## src/rtl/hp_pkg.sv

```systemverilog
package hp_pkg;
    typedef enum logic [1:0] {
        TX_IDLE = 2'd0,
        TX_HOST = 2'd1,
        TX_INT  = 2'd2,
        TX_BOTH = 2'd3
    } tx_state_t;

    typedef enum logic {
        RX_EMPTY = 1'b0,
        RX_FULL  = 1'b1
    } rx_state_t;

    typedef enum logic {
        REQ_IDLE   = 1'b0,
        REQ_ACTIVE = 1'b1
    } req_state_t;

    typedef struct packed {
        logic dma_mode;
        logic en_ready;
        logic en_tx;
        logic en_rx;
    } ctrl_t;

    localparam int          BIT_RXF   = 0;
    localparam int          BIT_TXE   = 1;
    localparam int          BIT_RDY   = 2;
    localparam int          BIT_CTRL  = 3;
    localparam int          CTRL_W    = 4;
    localparam logic [1:0]  ADDR_CSR  = 2'd0;
    localparam logic [1:0]  ADDR_DATA = 2'd1;
    localparam logic [1:0]  ADDR_CMD  = 2'd2;
endpackage

```

## src/rtl/hp_tx_path.sv

```systemverilog
module hp_tx_path
    import hp_pkg::*;
#(
    parameter int DW = 8
) (
    input  logic          clk,
    input  logic          rst_n,
    input  logic          clr,
    input  logic          host_wr,
    input  logic [DW-1:0] host_wdata,
    input  logic          int_rd,
    output logic          tx_empty,
    output logic          tx_ready,
    output logic          int_full,
    output logic [DW-1:0] int_data
);
    tx_state_t     state_q, state_d;
    logic [DW-1:0] stage_q;
    logic [DW-1:0] hold_q;
    logic          accept;
    logic          move;

    assign accept   = host_wr && tx_empty && !clr;
    assign move     = (state_q == TX_HOST) && !clr;
    assign int_data = hold_q;

    always_comb begin
        state_d = state_q;
        if (clr) begin
            state_d = TX_IDLE;
        end else begin
            unique case (state_q)
                TX_IDLE: if (host_wr) state_d = TX_HOST;
                TX_HOST: state_d = TX_INT;
                TX_INT: begin
                    if (host_wr && int_rd) state_d = TX_HOST;
                    else if (host_wr)      state_d = TX_BOTH;
                    else if (int_rd)       state_d = TX_IDLE;
                end
                TX_BOTH: if (int_rd) state_d = TX_HOST;
            endcase
        end
    end

    always_ff @(posedge clk or negedge rst_n) begin
        if (!rst_n) state_q <= TX_IDLE;
        else        state_q <= state_d;
    end

    always_ff @(posedge clk or negedge rst_n) begin
        if (!rst_n) begin
            stage_q <= '0;
            hold_q  <= '0;
        end else begin
            if (accept) stage_q <= host_wdata;
            if (move)   hold_q  <= stage_q;
        end
    end

    always_comb begin
        unique case (state_q)
            TX_IDLE: begin tx_empty = 1'b1; tx_ready = 1'b1; int_full = 1'b0; end
            TX_HOST: begin tx_empty = 1'b0; tx_ready = 1'b0; int_full = 1'b0; end
            TX_INT:  begin tx_empty = 1'b1; tx_ready = 1'b0; int_full = 1'b1; end
            TX_BOTH: begin tx_empty = 1'b0; tx_ready = 1'b0; int_full = 1'b1; end
        endcase
    end

    assert_write_clears_empty_R2: assert property (@(posedge clk) disable iff (!rst_n)
        (host_wr && tx_empty && !clr) |=> !tx_empty);
    assert_word_moves_down_R3: assert property (@(posedge clk) disable iff (!rst_n)
        (state_q == TX_HOST && !clr) |=> (int_full && tx_empty && hold_q == $past(stage_q)));
    assert_int_read_empties_R6: assert property (@(posedge clk) disable iff (!rst_n)
        (int_full && int_rd && !host_wr && !clr) |=> !int_full);
    assert_both_and_read_R12: assert property (@(posedge clk) disable iff (!rst_n)
        (state_q == TX_INT && host_wr && int_rd && !clr) |=> (!tx_empty && !int_full));
endmodule

```

## src/rtl/hp_rx_path.sv

```systemverilog
module hp_rx_path
    import hp_pkg::*;
#(
    parameter int DW = 8
) (
    input  logic          clk,
    input  logic          rst_n,
    input  logic          clr,
    input  logic          int_wr,
    input  logic [DW-1:0] int_wdata,
    input  logic          host_rd,
    output logic          rx_full,
    output logic [DW-1:0] host_data
);
    rx_state_t     state_q, state_d;
    logic [DW-1:0] data_q;
    logic          load;

    assign load      = int_wr && (state_q == RX_EMPTY) && !clr;
    assign host_data = data_q;

    always_comb begin
        state_d = state_q;
        if (clr) begin
            state_d = RX_EMPTY;
        end else begin
            unique case (state_q)
                RX_EMPTY: if (int_wr)  state_d = RX_FULL;
                RX_FULL:  if (host_rd) state_d = RX_EMPTY;
            endcase
        end
    end

    always_ff @(posedge clk or negedge rst_n) begin
        if (!rst_n) state_q <= RX_EMPTY;
        else        state_q <= state_d;
    end

    always_ff @(posedge clk or negedge rst_n) begin
        if (!rst_n)    data_q <= '0;
        else if (load) data_q <= int_wdata;
    end

    always_comb begin
        unique case (state_q)
            RX_EMPTY: rx_full = 1'b0;
            RX_FULL:  rx_full = 1'b1;
        endcase
    end

    assert_full_ignores_write_R5: assert property (@(posedge clk) disable iff (!rst_n)
        (rx_full && int_wr) |=> $stable(data_q));
    assert_host_read_clears_R5: assert property (@(posedge clk) disable iff (!rst_n)
        (rx_full && host_rd) |=> !rx_full);
endmodule

```

## src/rtl/hp_req.sv

```systemverilog
module hp_req
    import hp_pkg::*;
(
    input  logic  clk,
    input  logic  rst_n,
    input  logic  sw_rst,
    input  ctrl_t ctrl,
    input  logic  rx_full,
    input  logic  tx_empty,
    input  logic  tx_ready,
    output logic  hreq_n
);
    req_state_t state_q, state_d;
    logic       want;

    always_comb begin
        if (ctrl.dma_mode)
            want = ctrl.en_rx ? rx_full : tx_empty;
        else
            want = (ctrl.en_rx && rx_full) || (ctrl.en_tx && tx_empty)
                || (ctrl.en_ready && tx_ready);
    end

    always_comb begin
        state_d = state_q;
        if (sw_rst) begin
            state_d = REQ_IDLE;
        end else begin
            unique case (state_q)
                REQ_IDLE:   if (want)  state_d = REQ_ACTIVE;
                REQ_ACTIVE: if (!want) state_d = REQ_IDLE;
            endcase
        end
    end

    always_ff @(posedge clk or negedge rst_n) begin
        if (!rst_n) state_q <= REQ_IDLE;
        else        state_q <= state_d;
    end

    always_comb begin
        unique case (state_q)
            REQ_IDLE:   hreq_n = 1'b1;
            REQ_ACTIVE: hreq_n = 1'b0;
        endcase
    end

    assert_rx_request_R7: assert property (@(posedge clk) disable iff (!rst_n)
        (!ctrl.dma_mode && ctrl.en_rx && rx_full && !sw_rst) |=> !hreq_n);
    assert_dma_masks_ready_R8: assert property (@(posedge clk) disable iff (!rst_n)
        (ctrl.dma_mode && !ctrl.en_rx && !tx_empty && !sw_rst) |=> hreq_n);
endmodule

```

## src/rtl/hostport_ctl.sv

```systemverilog
module hostport_ctl
    import hp_pkg::*;
#(
    parameter int DW = 8
) (
    input  logic          clk,
    input  logic          rst_n,
    input  logic          sw_rst,
    input  logic          host_rst,
    input  logic [1:0]    h_addr,
    input  logic          h_wr,
    input  logic          h_rd,
    input  logic [DW-1:0] h_wdata,
    output logic [DW-1:0] h_rdata,
    output logic          hreq_n,
    input  logic          i_rd,
    output logic [DW-1:0] i_rdata,
    output logic          i_rx_full,
    input  logic          i_wr,
    input  logic [DW-1:0] i_wdata,
    output logic          i_wr_ready
);
    localparam int STAT_W = BIT_CTRL + CTRL_W;

    ctrl_t         ctrl_q;
    logic          csr_wr, data_wr, data_rd, init_cmd;
    logic          tx_clr, rx_clr;
    logic          tx_empty, tx_ready, rx_full;
    logic [DW-1:0] rx_data;
    logic [STAT_W-1:0] stat_word;

    assign csr_wr   = h_wr && (h_addr == ADDR_CSR);
    assign data_wr  = h_wr && (h_addr == ADDR_DATA);
    assign data_rd  = h_rd && (h_addr == ADDR_DATA);
    assign init_cmd = h_wr && (h_addr == ADDR_CMD) && h_wdata[0];
    assign tx_clr   = sw_rst || host_rst || (init_cmd && ctrl_q.en_tx);
    assign rx_clr   = sw_rst || host_rst || (init_cmd && ctrl_q.en_rx);

    always_ff @(posedge clk or negedge rst_n) begin
        if (!rst_n)      ctrl_q <= '0;
        else if (sw_rst) ctrl_q <= '0;
        else if (csr_wr) ctrl_q <= h_wdata[BIT_CTRL +: CTRL_W];
    end

    hp_tx_path #(.DW(DW)) u_tx (
        .clk(clk), .rst_n(rst_n), .clr(tx_clr),
        .host_wr(data_wr), .host_wdata(h_wdata), .int_rd(i_rd),
        .tx_empty(tx_empty), .tx_ready(tx_ready),
        .int_full(i_rx_full), .int_data(i_rdata)
    );

    hp_rx_path #(.DW(DW)) u_rx (
        .clk(clk), .rst_n(rst_n), .clr(rx_clr),
        .int_wr(i_wr), .int_wdata(i_wdata), .host_rd(data_rd),
        .rx_full(rx_full), .host_data(rx_data)
    );

    hp_req u_req (
        .clk(clk), .rst_n(rst_n), .sw_rst(sw_rst), .ctrl(ctrl_q),
        .rx_full(rx_full), .tx_empty(tx_empty), .tx_ready(tx_ready),
        .hreq_n(hreq_n)
    );

    assign i_wr_ready = !rx_full;

    always_comb begin
        stat_word          = '0;
        stat_word[BIT_RXF] = rx_full;
        stat_word[BIT_TXE] = tx_empty;
        stat_word[BIT_RDY] = tx_ready;
        stat_word[BIT_CTRL +: CTRL_W] = ctrl_q;
    end

    always_comb begin
        h_rdata = '0;
        case (h_addr)
            ADDR_CSR:  h_rdata[STAT_W-1:0] = stat_word;
            ADDR_DATA: h_rdata = rx_data;
            default:   h_rdata = '0;
        endcase
    end

    assert_ready_needs_both_R4: assert property (@(posedge clk) disable iff (!rst_n)
        tx_ready |-> (tx_empty && !i_rx_full));
    assert_init_flush_R9: assert property (@(posedge clk) disable iff (!rst_n)
        (init_cmd && ctrl_q.en_tx && !sw_rst) |=> tx_ready);
    assert_host_reset_keeps_R10: assert property (@(posedge clk) disable iff (!rst_n)
        (host_rst && !sw_rst && !csr_wr) |=> ($stable(ctrl_q) && tx_ready && !rx_full));
    assert_sw_reset_clears_R11: assert property (@(posedge clk) disable iff (!rst_n)
        sw_rst |=> (ctrl_q == '0 && tx_ready && !rx_full && hreq_n));
endmodule

```

## config.mk

```make
export PLATFORM = sky130hd
export DESIGN_NAME = hostport_ctl
export DESIGN_NICKNAME = d
export VERILOG_FILES = /design/src/rtl/hp_pkg.sv /design/src/rtl/hp_tx_path.sv /design/src/rtl/hp_rx_path.sv /design/src/rtl/hp_req.sv /design/src/rtl/hostport_ctl.sv
export SDC_FILE = /design/constraint.sdc
export NUM_CORES = 1
export LEC_CHECK = 0
export BUFFER_PORTS_ARGS = -buffer_cell sky130_fd_sc_hd__buf_2
export CAP_MARGIN = 20
export CORE_MARGIN = 2
export CORE_UTILIZATION = 48
export CTS_BUF_LIST = sky130_fd_sc_hd__clkbuf_2
export CTS_CLUSTER_DIAMETER = 150
export CTS_CLUSTER_SIZE = 25
export DETAILED_ROUTE_END_ITERATION = 7
export GPL_TIMING_DRIVEN = 1
export HOLD_SLACK_MARGIN = 0.02
export PLACE_DENSITY_LB_ADDON = 0.25
export REMOVE_ABC_BUFFERS = 1
export SYNTH_ARGS = -nofsm -noshare
export SYNTH_HDL_FRONTEND = slang
export SYNTH_HIERARCHICAL = 1
export SYNTH_SLANG_ARGS = --single-unit
```

## constraint.sdc

```tcl
create_clock -name clk -period 2.9 [get_ports clk]
set_input_delay 0.58 -clock clk [delete_from_list [all_inputs] [get_ports clk]]
set_output_delay 0.58 -clock clk [all_outputs]
set_load 0.01 [all_outputs]
```

==> Yosys cells after proc, flatten, opt, wreduce, memory -nomap -nowiden <==
Index checks and enable logic that the tools add are counted.
{ "op_classes": {"addsub": 0, "n_mul": 0, "div_mod_pow": 0, "order_cmp": 0, "eq_ne": 8, "shift": 0, "mux": 24, "bitwise_logic": 2, "reduce_logical": 33} }
{ "op_table": {"columns": ["operator", "count"], "rows": [
  ["logical AND 1 bit", 16],
  ["one-hot mux 7 bit (2 select lines)", 1],
  ["two-way mux 2 bit", 6],
  ["one-hot mux 1 bit (2 select lines)", 6],
  ["two-way mux 1 bit", 8],
  ["two-way mux 4 bit", 2],
  ["one-hot mux 2 bit (4 select lines)", 1],
  ["OR reduction 2 bit", 4],
  ["equality test 2 bit (second input constant)", 3],
  ["logical OR 1 bit", 5],
  ["inequality test 5 x 2 -> 1 bit (second input constant)", 1],
  ["equality test 2 x 1 -> 1 bit (second input constant)", 2],
  ["logical NOT 2 bit", 2],
  ["logical NOT 1 bit", 3],
  ["inequality test 3 x 1 -> 1 bit (second input constant)", 1],
  ["inequality test 3 x 2 -> 1 bit (second input constant)", 1],
  ["AND reduction 3 bit", 1],
  ["OR reduction 3 bit", 1],
  ["NOT 1 bit", 2],
  ["nonzero test 2 bit", 1]
]} }
{ "word_totals": {"ff_bits": 32, "latchBits": 0, "ramBits": 0, "mem_bits_ro": 0, "input_bits": 26, "output_inout_bits": 19, "wordCells": 77, "n_memories": 0} }

==> Longest topological paths before layout <==
Gate-level depths: netlist of the first run.
{ "depth": {"depth_word": 9, "mapped_depth": 7, "ltp_nobuf": 5} }

==> Cells and area by module <==
The synthesis of the first run kept the hierarchy.
{ "modules_own_cells": {"columns": ["mod", "instances", "cells_each", "area_each_um2", "seq_area_each_um2"], "rows": [
  ["hp_tx_path", 1, 63, 849.6, 450.4],
  ["hostport_ctl", 1, 42, 381.6, 100.1],
  ["hp_rx_path", 1, 20, 345.3, 225.2],
  ["hp_req", 1, 6, 63.8, 25.0]
]} }

==> Worst setup path before layout of the first run <==
No wires, ideal clock.
{ "synth_path": {"kind": "input to register", "from": "input h_addr[1]", "to": "register u_rx.data_q[0] (netlist: u_rx/host_data[0])", "setup_ns": 0.125, "arrival_time_ns": 2.005, "required_ns": 2.775, "path_slack_ns": 0.771, "cell_stages": 5, "n_path_buf": 1, "cell_sequence": "buf_2 > and4b_1 > a211o_1 > nor3b_4 > mux2_2"} }
{ "synth_between": {"elab_chain_cells": 7} }
{ "synth_rtl": {"columns": ["element", "line_no", "rtl"], "rows": [
  ["from (decl)", "hostport_ctl.sv:10", "input logic [1:0] h_addr,"],
  ["equality test 2 bit", "hostport_ctl.sv:35", "assign init_cmd = h_wr && (h_addr == ADDR_CMD) && h_wdata[0];"],
  ["logical AND 1 bit (2 in a row)", "hostport_ctl.sv:35", null],
  ["logical AND 1 bit", "hostport_ctl.sv:37", "assign rx_clr = sw_rst || host_rst || (init_cmd && ctrl_q.en_rx);"],
  ["logical OR 1 bit", "hostport_ctl.sv:37", null],
  ["named net rx_clr", "hostport_ctl.sv:27", "logic tx_clr, rx_clr;"],
  ["logical NOT 1 bit", "hp_rx_path.sv:19", "assign load = int_wr && (state_q == RX_EMPTY) && !clr;"],
  ["logical AND 1 bit", "hp_rx_path.sv:19", null],
  ["to (signal assigned)", "hp_rx_path.sv:41", "else if (load) data_q <= int_wdata;"],
  ["to (decl)", "hp_rx_path.sv:16", "logic [DW-1:0] data_q;"]
]} }
The timed path passes the listed nets, and every way through them passes these cells.
A chain may end at the register's enable or synchronous reset.

==> Worst setup path after layout of the first run <==
{ "layout_path": {"from": "register u_tx.state_q[1]", "to": "output h_rdata[1]"} }
{ "layout_between": {"elab_chain_cells": 4, "elab_cells_between_ends": 8, "classes_between": "3 x eq/ne; 2 x mux; 3 x reduce/logical"} }
{ "layout_rtl": {"columns": ["element", "line_no", "rtl"], "rows": [
  ["from (decl)", "hp_tx_path.sv:17", "tx_state_t state_q, state_d;"],
  ["from (signal assigned)", "hp_tx_path.sv:47", "else state_q <= state_d;"],
  ["equality test 2 bit, or another cell as far along", "hp_tx_path.sv:61", "unique case (state_q)"],
  ["OR reduction 2 bit (no line)", null, null],
  ["one-hot mux 1 bit (2 select lines) *", "hp_tx_path.sv:61", null],
  ["named net tx_empty", "hostport_ctl.sv:28", "logic tx_empty, tx_ready, rx_full;"],
  ["one-hot mux 7 bit (2 select lines) *", "hostport_ctl.sv:76", "case (h_addr)"],
  ["to (decl)", "hostport_ctl.sv:14", "output logic [DW-1:0] h_rdata,"]
]} }
The timed path passes the listed nets; every way through them passes the cells marked *.

==> results of run 1 <==
==> cell type report <==
class / count / area (µm²)
timing repair buffer: 45 / 227.7
clock buffer: 5 / 25.02
tap: 46 / 57.56
sequential: 32 / 800.8
fill: 286 / 1371
inverter: 7 / 26.28
clock inverter: 3 / 18.77
multi-input combinational: 87 / 783.3
==> per-stage QoR <==
stage	setup WS [ns]	hold WS [ns]	util	instance area (µm²)
CTS	0.5618	0.2255	0.5858	1939
global placement	0.5366	0.4638	0.5726	1896
detailed placement	0.4805	0.4775	0.5726	1896
floorplan	0.8636	0.2844	-	1610
finish	0.5887	0.2227	0.5858	1939
global route	0.4135	0.2169	0.5858	1939
==> how the worst min path moves through the flow <==
stage	end	cells past startpoint
floorplan	ctrl_q[0]	0
finish	u_rx/state_q	1
global route	ctrl_q[0]	1
global placement	u_tx/stage_q[7]	1
CTS	u_tx/int_data[5]	1
detailed placement	u_tx/int_data[0]	1
==> state kept, by name (all words and copies together), names as in the netlist <==
name and flops:
u_rx/host_data 8, u_tx/int_data 8, u_tx/stage_q 8, ctrl_q 4, u_tx/state_q 2, u_req/state_q 1, u_rx/state_q 1
==> cell usage in the layout (no fill, tap or decap), types with 2 or more instances in the layout <==
| master | Yosys | final |
|---|---|---|
| nand2b_1 | 8 | 8 |
| and2_1 | 3 | 3 |
| o311ai_1 | 2 | 2 |
| clkbuf_2 | 0 | 5 |
| nor3b_4 | 2 | 2 |
| nor2b_1 | 5 | 5 |
| dfrtp_1 | 32 | 32 |
| a211o_1 | 2 | 2 |
| mux2_1 | 9 | 9 |
| ha_1 | 6 | 6 |
| clkinv_2 | 0 | 2 |
| inv_1 | 7 | 7 |
| nor2_1 | 9 | 9 |
| mux2i_1 | 11 | 11 |
| mux2_2 | 15 | 15 |
| buf_2 | 3 | 44 |
==> cell families (layout without fill, tap and decap cells) <==
logic type,count (synthesis),count (layout)
and+or+nand+nor,36,36
buffers and inverters,12,60
AOI/OAI and AO/OA,10,10
DFF,32,32
muxes,35,35
adders and majority gates,6,6
==> metal layers <==
metal / vias to the layer above / GRT usage / share of wire
met4: 0 / 0.06944 / 0.017
li1: 553 / - / -
met5: - / 0 / 0
met1: 566 / 0.2344 / 0.43
met2: 44 / 0.3024 / 0.48
met3: 7 / 0.06486 / 0.074
==> worst max-delay path: stages (launching register included) <==
cell and delay [ns]:
dfrtp_1 0.44, inv_1 0.12, ha_1 0.22, nor2_1 0.24, mux2i_1 0.12, nor2_1 0.09, buf_2 0.13
==> power groups by stage <==
stage | combinational [mW] | sequential [mW] | clock, mW
final | 0.190 | 0.558 | 0.212
after global routing | 0.212 | 0.571 | 0.248
after CTS | 0.194 | 0.560 | 0.225
after detailed placement | 0.193 | 0.568 | 0
after global placement | 0.186 | 0.564 | 0
after floorplan | 0.103 | 0.567 | 0
==> flow_summary.ini, run 1 <==
[global_routing]
grt_max_degree = 33
grt_overflow = 0
grt_pass1_vias = 1218
antenna_found_initial = 0
gr-usage-all-layers = 0.1880
grt_pass1_wl_mm = 5.740

[floorplanning]
start_util = 0.4955
core_area_um2 = 3311
row_count = 21
die_height_um = 62.46
die_area_um2 = 3901
ios = 45
fp.dieW_um = 62.46

[power_and_ir_drop]
p_comb_frac = 0.198
p_int_uw = 681.1
p_total_uw = 961.1
worst_ir_drop_vdd_mv = 0.2747
p_sw_uw = 280.1
clockPowerShare = 0.221
p_leak_nw = 0.9784
swShare = 0.2914
power.density_nw_per_um2 = 495.6
sequentialPowerShare = 0.581

[yosys]
synth_mux_area_frac = 0.2319
synth_top_family_by_area = multiplexers
synth_area_leaders = dfrtp_1 (49%), mux2_2 (10%), mux2i_1 (6.7%)
synth_common_cells = dfrtp_1 (32), mux2_2 (15), mux2i_1 (11), mux2_1 (9), nor2_1 (9)
synth_largest_area_cell = dfrtp_1
avgSynthCellArea_um2 = 12.52
yosysMostFrequentCell = dfrtp_1
synth-simple-area-share = 0.1480
synth_compound_gate_area_share = 0.05187
synthXorXnorAreaFrac = 0
yosys.area_share.adder = 0.04577
synth-edff-count = 0
ys_seq_elements = 32
seq_area_frac_synth = 0.4882
synth_area_um2 = 1640
synth_ff_type = dfrtp_1
synth.distinct_cells = 31
synth_top_area_frac = 0.4882
synthArstFlopShare = 1.000
syn_inst = 131
yosys_warnings = 6

[setup_path]
critical_path.endpoint = h_rdata[1]
worst-setup-path-type = reg -> out
path_max_fanout = 4
end_kind = output pin
start_kind = flop
r2r_start = u_tx/state_q[0]
timing.rr.end = u_tx/state_q[1]
r2r.worst_path.cells = 5
worstPathRequired_ns = 2.32
reg2reg_slack_ns = 1.13
crit_start = u_tx/state_q[1]
cp.arrival_ns = 1.73

[route]
wire_per_inst_um = 14.29
ant_nets = 0
dr.pass1.iters = 4
wl_mm = 3.215
drc = 0
drt_iter0_markers = 60
vias = 1170
viasPerCell = 5.200

[sta]
max_freq_mhz = 432.7
finalSetupViolCount = 0
relSlewSlack = 0.5402
rsz0062_at_grt = no
worst_clock_skew_ns = 0.009366
setup_tns_ns = 0
slew_viol_final = 0
min_period_ns = 2.311
fin_crit_sh = 0.7970
hold_violations = 0
worst_pin_slew_ns = 0.6897

[place]
place.port_buffers = 44
hpwl_mm = 2.402
gp_congestion = 0.9100
place_inst = 217

[final_layout]
nets = 210
n_antenna_cell = 0
area_growth_pct = 18.23
instances_no_fill = 225
drive_above_1_share = 0.4078

[cts]
post_cts_buffers = 0
hold_buffers = 0
clk_pin_slew_ns = 0.16
clock_path_buffers = 2
cts.sinks = 32
cts_max_level = 2
clk_latency_ns = 0.37
cts_root_buf = clkbuf_2
cts_made_buffers = 5
cts_tree = done
cts_resized = 0

[min_path]
hp-class = in -> async

[run]
drv_cap = 0

[run_status]
status = finished, final reports clean
Note: power is estimated with default switching activity, not from simulation.
==> run 2: changes to the inputs <==
==> constraint.sdc (replaced) <==
create_clock -name clk -period 2.2 [get_ports clk]
set_input_delay 0.44 -clock clk [delete_from_list [all_inputs] [get_ports clk]]
set_output_delay 0.44 -clock clk [all_outputs]
set_load 0.01 [all_outputs]
==> flow_summary.ini, run 2 (same netlist as run 1, synthesis figures left out) <==
[run_status]
status = finished, final reports clean

[cts]
cts_max_level = 2
cts.sinks = 32
clock_path_buffers = 2
cts_tree = done
clk_pin_slew_ns = 0.17
hold_buffers = 0
cts_root_buf = clkbuf_2
clk_latency_ns = 0.37
cts_made_buffers = 5

[setup_path]
crit_chain = inv_1 -> ha_1 -> or2_2 -> buf_2
cp.depth = 4
path_buf_inv = 2
r2r.worst_path.cells = 5
path_max_fanout = 5
start_kind = flop
cp.arrival_ns = 1.63
worst-setup-path-type = reg -> out
worstPathRequired_ns = 1.76
slowest_stage = dfrtp_1
critical_path.top_delay_family = flip-flops
end_kind = output pin
cp_slowest_stage_delay_ns = 0.46

[sta]
fin_crit_sh = 0.9420
slew_viol_final = 0
setup_tns_ns = 0
worst_pin_slew_ns = 0.7025
max_freq_mhz = 482.5
relSlewSlack = 0.5317
rsz0062_at_grt = no
min_period_ns = 2.072
worst_clock_skew_ns = 0.01723
hold_violations = 0
finalSetupViolCount = 0
worst_slack_ns = 0.1275

[route]
ant_nets = 0
drc = 0
wire_per_inst_um = 14.77
viasPerCell = 5.105
vias = 1164
drt_iter0_markers = 38
wl_mm = 3.368
dr.pass1.iters = 4

[global_routing]
grt_overflow = 0
gr-usage-all-layers = 0.1903
antenna_found_initial = 0
grt_pass1_vias = 1247
grt_pass1_wl_mm = 5.802
grt_max_degree = 33

[power_and_ir_drop]
p_int_uw = 903.8
power.density_nw_per_um2 = 647.8
p_leak_nw = 0.9905
sequentialPowerShare = 0.581
worst_ir_drop_vdd_mv = 0.3717
p_sw_uw = 370.3
p_comb_frac = 0.200
clockPowerShare = 0.219
p_total_mw = 1.274
swShare = 0.2907

[final_layout]
drive_above_1_share = 0.4176
final_common_cell = buf_2
nets = 213
final_util = 0.5941
final_cell_mix = buf_2 (44), dfrtp_1 (32), mux2_2 (15), mux2i_1 (11), mux2_1 (9)
num-fill-cells = 308
area_growth_pct = 19.91
n_antenna_cell = 0

[floorplanning]
ios = 45
row_count = 21
die_area_um2 = 3901
start_util = 0.4955
fp.dieW_um = 62.46
die_height_um = 62.46
core_area_um2 = 3311

[place]
hpwl_mm = 2.542
pre_cts_slack_ns = 0.07340
place.port_buffers = 44
gp_congestion = 0.8613

[run]
drv_cap = 0

[min_path]
hp-class = in -> async
[run 2: cell count changes in the layout (fill, tap and decap cells not counted)]
cell        delta
clkinv_1       +1
clkbuf_2       +1
nor2_4         +1
nor2_1         -1
clkinv_4       -1
clkinv_2       -2
clkinvlp_4     +1
buf_4          +3
[run 2: metrics by stage]
step,instance area (µm²),hold WS (ns),cells
after floorplan,1610,0.1444,126
after global placement,1911,0.4645,219
after detailed placement,1911,0.4825,219
after CTS,1952,0.09801,227
after global routing,1967,0.1016,228
final,1967,0.09244,228
[run 2: final timing paths]
check | from | endpoint | slack (ns)
setup / recovery | u_tx/state_q[0] | i_rx_full | 0.13
hold / removal | rst_n | u_rx/state_q | 0.09
setup reg to reg | u_tx/state_q[0] | u_tx/state_q[1] | 0.44
hold reg to reg | u_tx/int_data[0] | u_tx/int_data[0] | 0.50
max in group asynchronous | rst_n | ctrl_q[1] | 1.65
min in group clk | h_wdata[1] | u_tx/stage_q[1] | 0.28
[run 2: routing by layer]
layer / global-route usage / part of all wire
met1: 0.2310 / 0.44
met2: 0.3199 / 0.47
met3: 0.06486 / 0.071
met4: 0.05833 / 0.013
met5: 0 / 0
[run 2: layout make-up]
class | count | area (µm²) | share of cell area
Sequential cell | 32 | 800.8 | 0.4071
Clock buffer | 6 | 30.03 | 0.01527
Tap cell | 46 | 57.56 | 0.02926
Timing Repair Buffer | 48 | 250.2 | 0.1272
Multi-Input combinational cell | 87 | 790.8 | 0.4020
Inverter | 7 | 26.28 | 0.01336
Clock inverter | 2 | 11.26 | 0.005725
[run 2: power groups by stage]
stage	Sequential (mW)	Clock, mW	Combinational, mW
finish	0.740	0.279	0.255
global route	0.751	0.330	0.282
CTS	0.739	0.294	0.259
detailed placement	0.752	0	0.257
global placement	0.744	0	0.249
floorplan	0.747	0	0.136
[run 2: worst reg2reg max path: cells and delay by family, from the launching register on]
| family | cells | cell delay (ns) |
|---|---|---|
| AND/OR/NAND/NOR | 2 | 0.55 |
| AO/OA/AOI/OAI | 1 | 0.28 |
| buffers and inverters | 1 | 0.12 |
| flip-flops | 1 | 0.46 |
| adder cells (fa/ha/maj) | 1 | 0.26 |
[run 2: what timing repair did]
item | 4_1_cts | 5_1_grt
endpoints found under the hold margin | 0 | 0
buffers inserted | 0 | 1
resized for setup | 0 | 2
setup endpoints to repair | 0 | 1
